[config.mk]
export PLATFORM = sky130hd
export DESIGN_NAME = irq_vec_ctrl
export DESIGN_NICKNAME = d
export VERILOG_FILES = /design/src/rtl/irq_vec_pkg.sv /design/src/rtl/irq_pend_latch.sv /design/src/rtl/irq_prio_sel.sv /design/src/rtl/irq_entry_seq.sv /design/src/rtl/irq_vec_ctrl.sv
export SDC_FILE = /design/constraint.sdc
export NUM_CORES = 1
export LEC_CHECK = 0
export BUFFER_PORTS_ARGS = -buffer_cell sky130_fd_sc_hd__buf_4
export CORE_AREA = 4 4 55 57
export CTS_CLUSTER_DIAMETER = 50
export DETAILED_ROUTE_END_ITERATION = 16
export DIE_AREA = 0 0 59 61
export GPL_TIMING_DRIVEN = 0
export SETUP_SLACK_MARGIN = 0.5
export SYNTH_ARGS = -nofsm -noshare
export SYNTH_HDL_FRONTEND = slang
export SYNTH_SLANG_ARGS = --single-unit
[constraint.sdc]
create_clock -name clk -period 4.75 [get_ports clk]
set_input_delay 0.475 -clock clk [delete_from_list [all_inputs] [get_ports clk]]
set_output_delay 0.475 -clock clk [all_outputs]
set_load 0.05 [all_outputs]
[src/rtl/irq_vec_pkg.sv]
// Shared types for the interrupt sequencer.
// Assumes: nothing beyond IEEE 1800-2017.
package irq_vec_pkg;
    typedef enum logic [1:0] {
        ST_IDLE = 2'd0,
        ST_SAVE = 2'd1,
        ST_LOAD = 2'd2
    } seq_state_t;
endpackage

[src/rtl/irq_pend_latch.sv]
// Pending latches, one per request line (the trap included).
// A high set input raises the latch. An acceptance clears only the chosen
// bit, and a set in the same cycle wins over that clear.
// Assumes: clr_idx is below W whenever clr_vld is high.
module irq_pend_latch #(
    parameter int W  = 9,
    parameter int VW = 4
) (
    input  logic          clk,
    input  logic          rst_n,
    input  logic [W-1:0]  set_i,
    input  logic          clr_vld,
    input  logic [VW-1:0] clr_idx,
    output logic [W-1:0]  pend_o
);
    for (genvar i = 0; i < W; i++) begin : g_bit
        // Hold one request until its own acceptance.
        always_ff @(posedge clk) begin
            if (!rst_n)
                pend_o[i] <= 1'b0;
            else if (set_i[i])
                pend_o[i] <= 1'b1;
            else if (clr_vld && (clr_idx == VW'(i)))
                pend_o[i] <= 1'b0;
        end
    end
endmodule

[src/rtl/irq_prio_sel.sv]
// Fixed priority selector. Bit N_SRC of the input is the trap, which is
// never gated by the flag and beats all others. Among the remaining bits
// the lowest index wins, and only while the flag is clear.
// Assumes: purely combinational; pend and mask come from registers.
module irq_prio_sel #(
    parameter int N_SRC = 8,
    parameter int VW    = 4
) (
    input  logic [N_SRC:0]  pend,
    input  logic            mask,
    output logic            sel_vld,
    output logic [VW-1:0]   sel_idx
);
    logic [N_SRC-1:0] eligible;

    // Gate the maskable requests by the global flag.
    always_comb eligible = pend[N_SRC-1:0] & {N_SRC{~mask}};

    // Pick the trap, else the lowest eligible index.
    always_comb begin
        sel_vld = 1'b0;
        sel_idx = '0;
        for (int i = N_SRC - 1; i >= 0; i--) begin
            if (eligible[i]) begin
                sel_vld = 1'b1;
                sel_idx = VW'(i);
            end
        end
        if (pend[N_SRC]) begin
            sel_vld = 1'b1;
            sel_idx = VW'(N_SRC);
        end
    end
endmodule

[src/rtl/irq_entry_seq.sv]
// Entry and return sequencer with the global disable flag.
// IDLE -> SAVE (save request and acknowledge) -> LOAD (vector, flag set).
// A return is accepted only in IDLE, and it wins over a new entry in the
// same cycle.
// Assumes: the core raises iret only at the end of a handler.
module irq_entry_seq #(
    parameter int VW = 4
) (
    input  logic          clk,
    input  logic          rst_n,
    input  logic          insn_done,
    input  logic          iret,
    input  logic          mask_set,
    input  logic          mask_clr,
    input  logic          sel_vld,
    input  logic [VW-1:0] sel_idx,
    output logic          take,
    output logic          save_req,
    output logic          vec_valid,
    output logic          restore_req,
    output logic [VW-1:0] cur_idx,
    output logic          mask_o
);
    import irq_vec_pkg::*;

    seq_state_t state, state_nx;
    logic       ret_ok;

    // Decide acceptance of a return or of a new entry.
    always_comb begin
        ret_ok = (state == ST_IDLE) && iret;
        take   = (state == ST_IDLE) && !iret && insn_done && sel_vld;
    end

    // Next-state selection for the entry sequence.
    always_comb begin
        state_nx = state;
        case (state)
            ST_IDLE: if (take) state_nx = ST_SAVE;
            ST_SAVE: state_nx = ST_LOAD;
            ST_LOAD: state_nx = ST_IDLE;
            default: state_nx = ST_IDLE;
        endcase
    end

    // State register, captured index and return pulse.
    always_ff @(posedge clk) begin
        if (!rst_n) begin
            state       <= ST_IDLE;
            cur_idx     <= '0;
            restore_req <= 1'b0;
        end else begin
            state       <= state_nx;
            restore_req <= ret_ok;
            if (take)
                cur_idx <= sel_idx;
        end
    end

    // Global disable flag: entry sets it, then return, clear, set.
    always_ff @(posedge clk) begin
        if (!rst_n)
            mask_o <= 1'b1;
        else if (state == ST_SAVE)
            mask_o <= 1'b1;
        else if (ret_ok || mask_clr)
            mask_o <= 1'b0;
        else if (mask_set)
            mask_o <= 1'b1;
    end

    // Decode the sequence strobes from the state.
    always_comb begin
        save_req  = (state == ST_SAVE);
        vec_valid = (state == ST_LOAD);
    end
endmodule

[src/rtl/irq_vec_ctrl.sv]
// Top level: pending latches, priority selector, entry sequencer and wake
// logic. Bit N_SRC of the internal pending vector is the trap.
// Assumes: request lines are synchronous to clk.
module irq_vec_ctrl #(
    parameter int                N_SRC     = 8,
    parameter logic [N_SRC-1:0]  HALT_WAKE = 8'b0000_0011,
    parameter int                VW        = $clog2(N_SRC + 1)
) (
    input  logic             clk,
    input  logic             rst_n,
    input  logic [N_SRC-1:0] irq_req,
    input  logic             trap_req,
    input  logic             insn_done,
    input  logic             mask_set,
    input  logic             mask_clr,
    input  logic             iret,
    output logic             save_req,
    output logic             restore_req,
    output logic             vec_valid,
    output logic [VW-1:0]    vec_idx,
    output logic             ack_valid,
    output logic [VW-1:0]    ack_idx,
    output logic             mask_o,
    output logic             wake_light,
    output logic             wake_deep
);
    localparam int NW = N_SRC + 1;

    logic [NW-1:0] pend;
    logic          sel_vld;
    logic [VW-1:0] sel_idx;
    logic          take;
    logic [VW-1:0] cur_idx;

    irq_pend_latch #(.W(NW), .VW(VW)) u_latch (
        .clk     (clk),
        .rst_n   (rst_n),
        .set_i   ({trap_req, irq_req}),
        .clr_vld (take),
        .clr_idx (sel_idx),
        .pend_o  (pend)
    );

    irq_prio_sel #(.N_SRC(N_SRC), .VW(VW)) u_sel (
        .pend    (pend),
        .mask    (mask_o),
        .sel_vld (sel_vld),
        .sel_idx (sel_idx)
    );

    irq_entry_seq #(.VW(VW)) u_seq (
        .clk         (clk),
        .rst_n       (rst_n),
        .insn_done   (insn_done),
        .iret        (iret),
        .mask_set    (mask_set),
        .mask_clr    (mask_clr),
        .sel_vld     (sel_vld),
        .sel_idx     (sel_idx),
        .take        (take),
        .save_req    (save_req),
        .vec_valid   (vec_valid),
        .restore_req (restore_req),
        .cur_idx     (cur_idx),
        .mask_o      (mask_o)
    );

    // Drive the acknowledge and the vector from the captured index.
    always_comb begin
        ack_valid = save_req;
        ack_idx   = cur_idx;
        vec_idx   = cur_idx;
    end

    // Wake rules: any pending request, or a deep-stop-capable one.
    always_comb begin
        wake_light = |pend;
        wake_deep  = |(pend[N_SRC-1:0] & HALT_WAKE);
    end
endmodule

==> summary.md, run 1 <==
The tools report the number of cells after detailed placement as 162. The worst pin sits at a relative slew slack of 42.81%. Setup violations remaining at the end of the flow were counted as 0. Reg-to-reg critical path startpoint: u_seq.state[0]. The analysis attributes to cell leakage a power of 0.5232 nW. The synthesized netlist occupies a cell area of 868.3 µm².

The count of nets left with antenna violations once routing finished came out at 0. After clock tree synthesis, the clock-pin slew on the worst setup and hold paths is 100 ps. 0 antenna diodes ended up in the layout.

The worst setup path is captured at a primary output. Adding up every negative setup slack in the final design gives 0 ps. The share of cells above drive strength 1 is 31.62%, and the Yosys warning count is 0. The wire-length estimate of the detail-placed layout is 1614 µm. The floorplan die width is 59 µm. Number of buffer cells added on primary ports: 29. Derived from the worst setup path, the maximum achievable clock frequency is 465.2 MHz.

The finished layout holds 166 standard cells, fillers aside. The number of different library cells used by synthesis comes to 36. The area growth from synthesis to final layout was 32.42%. At the end of routability-driven placement, the weighted congestion stood at 0.8168. The worst hold path terminates at u_seq.mask_o. The worst setup path is of the register to primary output kind.

The simple-gate share of the synthesized area was 25.50%; the measured slew at the worst slew-check pin was 846.0 ps. For the arrival time at the worst endpoint, the log shows 1670 ps. The routed design has 2119 µm of wire.

The filler cells instantiated in the layout total 257. The via count was 838; the floorplan die height was 61 µm. The core box area is 2477 µm², and the final cell area excluding filler cells is 1150 µm². The flow ran to the end, and the final reports show no timing, DRC or antenna violations. The final design utilization came out at 46.41%.

TritonCTS built the clock tree. Slack of the worst reg-to-reg path: 2810 ps. The number of vias per cell after detailed routing was 5.048. In the synthesized netlist, the number of instances is 103. The die covers 3599 µm².

Clock tree synthesis selected as its root buffer the cell sky130_fd_sc_hd__clkbuf_4. The sequential element share of the synthesized area was 39.19%; the largest net degree at the start of global routing was 11. The worst setup path is launched from a register. The site row count came out at 18. For this design, the sink count on the clock tree is 17.

The run gives 4280 ps as the required arrival time at the worst endpoint. The final period utilization came out at 45.25%. The total overflow left after global routing is 0. The maximum number of buffers from clock root to sink is 2, and the number of antenna violations at the first check in global routing is 0. The number of global-route vias before repair was 739; the adder and majority gate portion of the synthesized area was 0%. The worst hold margin is 359.2 ps, and the worst clock skew on the final layout is 2.176 ps.

The logic depth of the worst register-to-register path was 5. The cell depth of the worst hold path is 2. The path class of the lowest-slack min-delay path was input pin to register.

The worst path in the final design needs a cycle of 2150 ps, including I/O delays and setup. Buffers inserted during clock tree synthesis total 3. In the final layout, the multi-input gates occupy 447.9 µm².

The complex-gate fraction of the synthesized area works out to 26.08%. The run gives 3394 µm as the first-pass GRT wire length. The tools report the number of buffers inserted for hold repair after clock tree synthesis as 0. Multiplexer cells account for 0% of the synthesized area.

After detailed routing, the number of remaining DRC violations is 0. Of all nets on the critical path, the largest fanout is 5. By area, the combinational part of the netlist is dominated by compound AO/OA/AOI/OAI gates. For this block, the initial DRC count from the detailed router was 14. Clock latency on the worst-skew pair, taken at its later pin, is 290 ps.

Post-CTS repair changed the size of 0 cells. The total count of hold-check failures in the final report is 0, and the number of top-level pins is 30. Counting flops and latches in the post-synthesis netlist gives 17. The number of optimization iterations in the first detailed-route pass was 4. After detailed routing, the average wire length per cell comes to 12.77 µm.

The effective utilization at floorplan was 35.05%; the number of max-slew violations in the final report was 0. The placed instance area was 1124 µm². Dividing total power by cell area gives a power density of 273.1 nW/µm². The number of enable flip-flop cells after synthesis is 0, and the total of max-cap violations is 0. Setup repair after global routing left no endpoint under its margin. The xor and xnor area share after synthesis was 0%. The run gives 0 as the post-CTS setup buffer count. The reg-to-reg endpoint is u_latch.pend_o[5]. The start point of the worst min-delay path was mask_clr.

The total track usage was 12.79%. A synthesized cell averages 8.430 µm². In the synthesized netlist the dominant register cell turns out to be sky130_fd_sc_hd__dfxtp_1.

The peak supply drop is 0.0001435 V. Number of H-tree branching levels: 1. The tools report the sequential cell area as 340.3 µm².

At the end of the flow, the number of nets in the layout was 152. The number of nets produced by synthesis is 118. Counting flops with an async set or reset pin after synthesis yields a share of 0%.
-- worst max-delay path: stages (launching register included) --
cell                       delay, ps
sky130_fd_sc_hd__dfxtp_1         360
sky130_fd_sc_hd__nor4_1          620
sky130_fd_sc_hd__nand3b_1        160
sky130_fd_sc_hd__buf_4           230
-- worst max-delay path by stage --
stage / cells after the start / startpoint / to / slack, ps
floorplan: 5 / iret / u_latch.pend_o[5] / 2810
global placement: 6 / iret / u_latch.pend_o[5] / 2590
detailed placement: 6 / iret / u_latch.pend_o[5] / 2610
CTS: 3 / u_latch.pend_o[4] / wake_light / 2600
global route: 3 / u_latch.pend_o[4] / wake_light / 2460
finish: 3 / u_latch.pend_o[4] / wake_light / 2600
-- metal layers --
| layer | vias to the layer above | routed length (µm) | GRT usage [%] |
|---|---|---|---|
| met1 | 376 | 1007 | 15.92 |
| met4 | 0 | 60 | 8.738 |
| met5 | - | 0 | 0 |
| met2 | 16 | 967 | 20.03 |
| met3 | 5 | 83 | 2.340 |
| li1 | 441 | - | - |
-- cell type report --
class	instances	share of cell area [%]
Timing Repair Buffer	29	18.93
Inverter	7	2.285
Tap cell	30	3.264
Buffer	9	4.679
Multi-Input combinational cell	70	38.96
Clock buffer	4	2.285
Sequential cell	17	29.60
-- cell usage in the layout (no fill, tap or decap), types with 2 or more instances in the layout --
| cell type | instances |
|---|---|
| sky130_fd_sc_hd__clkbuf_4 | 3 |
| sky130_fd_sc_hd__nor4b_1 | 2 |
| sky130_fd_sc_hd__nand3_1 | 3 |
| sky130_fd_sc_hd__inv_1 | 7 |
| sky130_fd_sc_hd__nor2b_1 | 4 |
| sky130_fd_sc_hd__a41oi_1 | 3 |
| sky130_fd_sc_hd__and2b_1 | 2 |
| sky130_fd_sc_hd__a31oi_1 | 2 |
| sky130_fd_sc_hd__nand2_1 | 4 |
| sky130_fd_sc_hd__buf_4 | 34 |
| sky130_fd_sc_hd__a21oi_1 | 4 |
| sky130_fd_sc_hd__o211ai_1 | 3 |
| sky130_fd_sc_hd__o211a_1 | 2 |
| sky130_fd_sc_hd__dfxtp_1 | 17 |
| sky130_fd_sc_hd__nand3b_1 | 3 |
| sky130_fd_sc_hd__and2_1 | 2 |
| sky130_fd_sc_hd__clkbuf_1 | 4 |
| sky130_fd_sc_hd__o21ai_0 | 10 |
| sky130_fd_sc_hd__nor2_1 | 7 |
| sky130_fd_sc_hd__nor4_1 | 2 |
| sky130_fd_sc_hd__or2_2 | 2 |
-- cell usage after synthesis (3+ instances only) --
cell type	number	area (µm²)
sky130_fd_sc_hd__a41oi_1	3	26.28
sky130_fd_sc_hd__o211ai_1	3	22.52
sky130_fd_sc_hd__dfxtp_1	17	340.3
sky130_fd_sc_hd__nor2b_1	4	25.02
sky130_fd_sc_hd__buf_4	5	37.54
sky130_fd_sc_hd__nor2_1	7	26.28
sky130_fd_sc_hd__o21ai_0	10	50.05
sky130_fd_sc_hd__a21oi_1	4	20.02
sky130_fd_sc_hd__nand3b_1	3	22.52
sky130_fd_sc_hd__inv_1	7	26.28
sky130_fd_sc_hd__nand3_1	3	15.01
sky130_fd_sc_hd__clkbuf_1	3	11.26
sky130_fd_sc_hd__nand2_1	4	15.01
-- report_power, final --
part           total [mW]  switching, mW  internal [mW]
sequential          0.160        0.00891          0.151
clock              0.0797         0.0470         0.0327
combinational      0.0741         0.0441         0.0300
-- logic make-up (layout without fill, tap and decap cells) --
group                  Yosys count  in the layout
flip-flops                      17             17
AND/OR/NAND/NOR                 37             37
AO/OA/AOI/OAI                   33             33
buffers and inverters           16             49
-- metrics by stage --
| step | setup WS (ps) | power, mW |
|---|---|---|
| after floorplan | 2814 | 0.2109 |
| after global placement | 2591 | 0.2373 |
| after detailed placement | 2607 | 0.2382 |
| after CTS | 2604 | 0.3164 |
| after global routing | 2457 | 0.3323 |
| final | 2600 | 0.3141 |
-- registers in the layout, indices dropped and copies added, names as in the netlist --
signal,count
u_seq.state,2
u_seq.restore_req,1
u_latch.pend_o,9
u_seq.cur_idx,4
u_seq.mask_o,1
No activity file was read; power rests on OpenSTA's default activity.
==> run 2, diff against run 1 <==
==> constraint.sdc (replaced) <==
create_clock -name clk -period 2.07 [get_ports clk]
set_input_delay 0.207 -clock clk [delete_from_list [all_inputs] [get_ports clk]]
set_output_delay 0.207 -clock clk [all_outputs]
set_load 0.05 [all_outputs]
==> summary.md, run 2 (synthesized netlist as in run 1, its figures left out) <==
The arrival time at the worst endpoint came out at 2040 ps (+370 ps). The tools report the reg-to-reg critical path startpoint as u_seq.state[1]. TritonCTS built the clock tree.

The portion of total power attributed to the clock network is 23.6% (-1.8 points), and the number of nets with antenna violations after detailed routing is 0 (unchanged). The largest fanout on the critical path was 5 (unchanged); the register share of total power was 47.5% (-3.5 points). The routability-driven placement congestion ratio is 0.7738 (-5.3%), and the flip-flop count of the largest register after layout is 9 (unchanged).

The total power per unit cell area works out to 568.5 nW/µm² (+110%). The path class of the lowest-slack min-delay path was input pin to register. The tools report the effective utilization at floorplan as 35.05% (unchanged).

The floorplan die height is 61 µm (unchanged), and the via count is 928 (+11%). The tools report the fill cell total of the finished layout as 227 (-12%). Setup violation total in the final timing report: 0 (unchanged). The tools report the total net switching power as 0.2709 mW (+170%). The logs give 162 (+6.6%) for the final layout net count and 2477 µm² (unchanged) for the core box area. The run gives 300 ps (about the same) as the clock latency on the worst-skew pair. The root buffer cell chosen for the clock tree is sky130_fd_sc_hd__clkbuf_4. The tools report the achievable clock frequency as 541.0 MHz. The number of antenna violations at the first check in global routing is 0 (unchanged).

The number of top-level pins was 30 (unchanged). The measured slew at the worst slew-check pin is 545.7 ps (-300.2 ps), and the maximum number of buffers from clock root to sink is 2 (unchanged). The antenna diode count was 0 (unchanged). For the global-route congestion overflow total, the log shows 0 (unchanged). Leaving out fill and tap cells, the most frequent cells in the layout are sky130_fd_sc_hd__buf_4, sky130_fd_sc_hd__dfxtp_1, sky130_fd_sc_hd__o21ai_0. The number of buffer cells added on primary ports was 29 (unchanged). Number of DRC markers after the initial detailed-route iteration: 16 (+2). The category of the critical setup timing path is register to register. The minimum clock period works out to 1848 ps.

For the aggregate negative setup slack, the log shows 0 ps (unchanged). Ranked by flip-flop count, first place goes to u_latch.pend_o. The logs give 63.52% (+21 points) for the worst slew margin relative to its limit and 1 (unchanged) for the number of H-tree branching levels. The final design utilization was 56.67% (+10 points); the largest net degree at the start of global routing was 11 (unchanged). The peak supply drop was 0.0003505 V (+140%); the clock input transition at the sequential cells of the worst setup and hold paths was 110 ps (about the same). The number of optimization iterations in the first detailed-route pass was 4 (unchanged).

The critical path starts at u_seq.state[1]. The total count of hold-check failures in the final report is 0 (unchanged). The share of total power consumed by net switching is 33.94% (+2.1 points).

The start point of the worst min-delay path is mask_clr. Leaving out fill and tap cells, the most frequent cell in the layout is sky130_fd_sc_hd__buf_4. The number of global-route vias before repair was 867 (+17%); the number of design rule violations left after detail routing was 0 (unchanged). The worst clock skew on the final layout is 11.39 ps (+9.215 ps), and the per-cell routed wire length is 14.49 µm (+14%).

The tools report the worst hold margin as 84.66 ps (-274.5 ps). The run gives 14.85% (+2.1 points) as the total track usage. From synthesis to final layout, the design area changed by 61.67%.

The floorplan die width works out to 59 µm (unchanged). The tools report the first-pass GRT wire length as 4015 µm (+18%). The total leakage power is 0.6071 nW (+16%). The area enclosed by the die boundary was 3599 µm² (unchanged). The final period utilization was 89.29%; the site row count was 18 (unchanged).

The number of vias per cell after detailed routing is 5.273 (+4.4%). The internal power of the cells was 0.5272 mW (+150%). The type of destination of the critical path is a register.

The tools report the total of max-cap violations as 0 (unchanged). The worst setup path is launched from a register. For the number of buffers added by the clock tree synthesis step, the log shows 3 (unchanged). The largest registers in the layout are u_latch.pend_o (9), u_seq.cur_idx (4), u_seq.state (2). Portion of total power attributed to combinational logic: 28.9% (+5.3 points). The share of cells above drive strength 1 came out at 53.42% (+22 points). The number of max-slew violations in the final report is 0 (unchanged). The tools report the required arrival time at the worst endpoint as 2260 ps (-2020 ps). The run finished with clean final reports. The count of clock tree sinks came out at 17 (unchanged). The number of buffers inserted for hold repair after clock tree synthesis came out at 0 (unchanged). Setup repair after global routing could not meet its margin everywhere. The placed wire-length estimate is 1625 µm (+0.69%), and the routed wire length is 2550 µm (+20%).
run 2: cell count changes in the layout (fill, tap and decap cells not counted), moves of 3 or more:
cell                      previous run  this run
sky130_fd_sc_hd__a41oi_1             3         0
sky130_fd_sc_hd__a41oi_2             0         3
sky130_fd_sc_hd__buf_4              34        40
sky130_fd_sc_hd__buf_6               0         5
sky130_fd_sc_hd__dfxtp_1            17        10
sky130_fd_sc_hd__dfxtp_2             0         7
run 2: final timing paths:
| check | cells after the start | end | slack [ps] |
|---|---|---|---|
| min reg2reg | 1 | u_seq.restore_req | 480 |
| min | 2 | u_seq.mask_o | 80 |
| max | 5 | u_latch.pend_o[5] | 220 |
| max reg2reg | 5 | u_latch.pend_o[5] | 220 |
run 2: power by group through the flow:
stage	registers (mW)	logic, mW	clock network, mW
global route	0.383	0.249	0.209
CTS	0.375	0.188	0.188
detailed placement	0.375	0.174	0
floorplan	0.389	0.0975	0
finish	0.379	0.231	0.188
global placement	0.375	0.172	0
run 2: what timing repair did:
action,4_1_cts,5_1_grt
pin swaps,2,9
setup endpoints to repair,12,13
endpoints found under the hold margin,0,0
buffers inserted,3,7
resized for setup,14,25
run 2: through the flow:
| step | worst slack [ps] | power (mW) | instances | area, µm² |
|---|---|---|---|---|
| 2_1_floorplan | 270.3 | 0.4861 | 103 | 877.1 |
| 6_report | 221.7 | 0.7980 | 176 | 1404 |
| 3_3_place_gp | 147.9 | 0.5468 | 162 | 1132 |
| 4_1_cts | 206.5 | 0.7509 | 169 | 1235 |
| 3_5_place_dp | 153.4 | 0.5487 | 162 | 1132 |
| 5_1_grt | 150.7 | 0.8406 | 176 | 1404 |
run 2: layout make-up:
| type | count | area (µm²) | share of cell area (%) |
|---|---|---|---|
| Buffer | 9 | 61.31 | 4.367 |
| Inverter | 7 | 26.28 | 1.872 |
| Clock buffer | 4 | 26.28 | 1.872 |
| Timing Repair Buffer | 39 | 307.8 | 21.93 |
| Tap cell | 30 | 37.54 | 2.674 |
| Multi-Input combinational cell | 70 | 595.6 | 42.42 |
| Sequential cell | 17 | 349.1 | 24.87 |
run 2: critical path: stages, from the launching register on:
cell	delay [ps]
sky130_fd_sc_hd__dfxtp_2	340
sky130_fd_sc_hd__or4b_4	500
sky130_fd_sc_hd__buf_6	150
sky130_fd_sc_hd__or4b_4	510
sky130_fd_sc_hd__a21oi_4	150
sky130_fd_sc_hd__a41oi_2	100
run 2: layer usage:
metal | GRT usage [%] | share of wire, % | up-vias
met1 | 17.59 | 42 | 435
met3 | 2.979 | 4.3 | 6
met5 | 0 | 0 | -
li1 | - | - | 468
met2 | 25.39 | 51 | 19
met4 | 7.767 | 2.9 | 0
==> run 3, diff against run 2 <==
--- a/config.mk
+++ b/config.mk
@@ -6,11 +6,12 @@
 export NUM_CORES = 1
 export LEC_CHECK = 0
 export BUFFER_PORTS_ARGS = -buffer_cell sky130_fd_sc_hd__buf_4
-export CORE_AREA = 4 4 55 57
+export CORE_AREA = 4 4 48 50
 export CTS_CLUSTER_DIAMETER = 50
 export DETAILED_ROUTE_END_ITERATION = 16
-export DIE_AREA = 0 0 59 61
+export DIE_AREA = 0 0 52 54
 export GPL_TIMING_DRIVEN = 0
+export PLACE_DENSITY = 0.74
 export SETUP_SLACK_MARGIN = 0.5
 export SYNTH_ARGS = -nofsm -noshare
 export SYNTH_HDL_FRONTEND = slang
==> summary.md, run 3 (synthesized netlist as in run 1, its figures left out) <==
Setup repair after global routing could not meet its margin everywhere. The share of cells above drive strength 1 is 48.97% (-4.5 points). TritonCTS built the clock tree. The worst clock skew on the final layout is 9.415 ps (-1.975 ps).

The logs give 21 (+5) for the number of DRC markers after the initial detailed-route iteration and 2250 ps (about the same) for the required arrival time at the worst endpoint. The slack of the worst reg-to-reg path was 180 ps (-40 ps); the area taken by multi-input logic gates was 540.5 µm² (-9.2%). The tools report the placed wire-length estimate as 1585 µm (-2.5%). Met3 routed wirelength: 175 µm (+61%). The number of optimization iterations in the first detailed-route pass is 4 (unchanged). The largest net degree at the start of global routing came out at 11 (unchanged). The library cell used most frequently in the layout, excluding fill and tap cells, is sky130_fd_sc_hd__buf_4. The tools report the number of nets with antenna violations after detailed routing as 0 (unchanged).

The tools report the root cell of the clock tree as sky130_fd_sc_hd__clkbuf_4. The final period utilization was 91.46% (+2.2 points). The area growth from synthesis to final layout is 54.76%. Largest register by flop count: u_latch.pend_o.

The total track usage is 18.46% (+3.6 points). The number of buffers inserted for hold repair after clock tree synthesis was 0 (unchanged). The effective utilization at floorplan is 45.66% (+11 points).

The type of destination of the critical path was a register. The largest registers in the layout are u_latch.pend_o (9), u_seq.cur_idx (4), u_seq.state (2). The clock input transition at the sequential cells of the worst setup and hold paths is 110 ps (about the same), and the worst slew margin relative to its limit is 37.41% (-26 points).

The portion of total power attributed to the clock network is 23.9% (+0.3 points), and the count of clock tree sinks is 17 (unchanged). Routed signal wires occupy layers up through met4. The tools report the global-route congestion overflow total as 0 (unchanged).

The total of max-cap violations came out at 0 (unchanged). The total power per unit cell area works out to 581.5 nW/µm² (+2.3%). The number of antenna violations at the first check in global routing came out at 0 (unchanged). The total chip power was 0.7815 mW (-2.1%).

Traced cell by cell, the critical path runs through or4b_4 > buf_6 > a2111oi_0 > a31oi_1. The tools report the total leakage power as 0.5978 nW (-1.5%). The run gives 16 (-2) as the site row count. The tools report the number of top-level pins as 30 (unchanged).

The tools report the aggregate negative setup slack as 0 ps (unchanged). The tools report the reg-to-reg critical path startpoint as u_seq.state[1]. The number of buffers added by the clock tree synthesis step was 3 (unchanged); the number of H-tree branching levels was 1 (unchanged). The first-pass GRT wire length was 3870 µm (-3.6%).

The routed metal-1 wire length was 1035 µm (-3.5%); the total count of hold-check failures in the final report was 0 (unchanged). The largest fanout on the critical path was 5 (unchanged). For the maximum number of buffers from clock root to sink, the log shows 2 (unchanged). The run gives 878 (+1.3%) as the number of global-route vias before repair. The floorplan die height works out to 54 µm (-11%). The startpoint identified for the worst hold timing path is mask_clr.

For the fill cell total of the finished layout, the log shows 153 (-33%). The flip-flop count of the largest register after layout is 9 (unchanged), and the final cell area excluding filler cells is 1344 µm² (-4.3%). The share of total power consumed by net switching works out to 33.78% (-0.16 points).

The cell type of the slowest stage on the worst timing path was sky130_fd_sc_hd__a2111oi_0. The most critical setup path has its startpoint at u_seq.state[1]. The number of max-slew violations in the final report was 0 (unchanged). The floorplan die width was 52 µm (-12%); the area enclosed by the die boundary was 2808 µm² (-22%). Antenna diode count: 0 (unchanged).

The minimum clock period was 1893 ps (+44.83 ps); the routability-driven placement congestion ratio was 0.7812 (+0.96%). The achievable clock frequency is 528.2 MHz (-2.4%), and the internal power of the cells is 0.5175 mW (-1.8%). The worst setup path is launched from a register.

The placed instance area was 1129 µm² (-0.33%). The path class of the tightest hold or removal check is input pin to register. The arrival time at the worst endpoint is 2080 ps (+40 ps), and the sequential cell area is 350.3 µm² (+0.36%).

Per-cell routed wire length: 14.87 µm (+2.6%). The number of vias per cell after detailed routing works out to 5.564 (+5.5%). The largest stage delay on the critical path works out to 610 ps (+100 ps). The routed wire length was 2557 µm (+0.27%). The tools report the total net switching power as 0.2640 mW (-2.5%). The portion of total power attributed to combinational logic is 27.8% (-1.1 points). The setup violation total in the final timing report is 0 (unchanged). The number of design rule violations left after detail routing came out at 0 (unchanged). The tools report the clock latency on the worst-skew pair as 310 ps (about the same). For the final layout net count, the log shows 161 (-0.62%).

The library cells used most frequently in the layout, excluding fill and tap cells, are sky130_fd_sc_hd__buf_4, sky130_fd_sc_hd__dfxtp_1, sky130_fd_sc_hd__o21ai_0. The run gives 48.3% (+0.8 points) as the register share of total power. Number of buffer cells added on primary ports: 29 (unchanged). For the peak supply drop, the log shows 0.0005610 V (+60%). For the via count, the log shows 957 (+3.1%).

Core box area: 1902 µm² (-23%). The flow ran to the end, and the final reports show no timing, DRC or antenna violations. By startpoint and endpoint, the worst setup path is classified as register to register.

The measured slew at the worst slew-check pin is 925.7 ps (+380.0 ps), and the detailed-routed wire length on met2 is 1278 µm (-1.3%).
[run 3: area by class of cell]
cell class,instances,area share [%]
buffer,9,4.562
clock buffer,3,1.676
clock inverter,1,0.3724
inverter,7,1.955
multi-input combinational,70,40.22
sequential,17,26.07
tap,27,2.514
timing repair buffer,38,22.63
[run 3: stage by stage]
stage,hold slack (ps),worst slack [ps],std cells,util (%)
floorplan,312.8,270.3,103,-
global placement,403.7,157.2,159,59.34
detailed placement,406.6,116.8,159,59.34
CTS,99.20,224.0,167,66.38
global route,82.30,148.0,172,70.66
finish,86.49,176.8,172,70.66
[run 3: critical path, delay by kind of cell, from the launching register on]
kind            cells  cell delay, ps
compound gates      2             780
simple gates        1             510
flops               1             340
buf+inv             1             140
[run 3: power by group through the flow]
stage	registers [mW]	logic, mW	clock network (mW)
finish	0.377	0.218	0.187
CTS	0.375	0.195	0.182
global route	0.380	0.237	0.202
detailed placement	0.375	0.174	0
floorplan	0.389	0.0975	0
global placement	0.374	0.171	0
[run 3: timing repair]
item,in CTS,in global routing
endpoints found under the setup margin,12,12
setup buffers,4,5
cloned,0,0
hold endpoints to repair,0,0
resized for setup,15,15
pin swaps,3,6
[run 3: path summary, 6_finish.rpt]
path                        to  cells past startpoint
min               u_seq.mask_o                      2
max          u_latch.pend_o[1]                      4
max reg2reg  u_latch.pend_o[1]                      4
min reg2reg  u_seq.restore_req                      1
[run 3: metal layers]
layer / vias to the layer above / GRT usage, %
met5: - / 0
met4: 0 / 8.734
met3: 5 / 3.324
met2: 41 / 33.89
met1: 451 / 20.47
li1: 460 / -
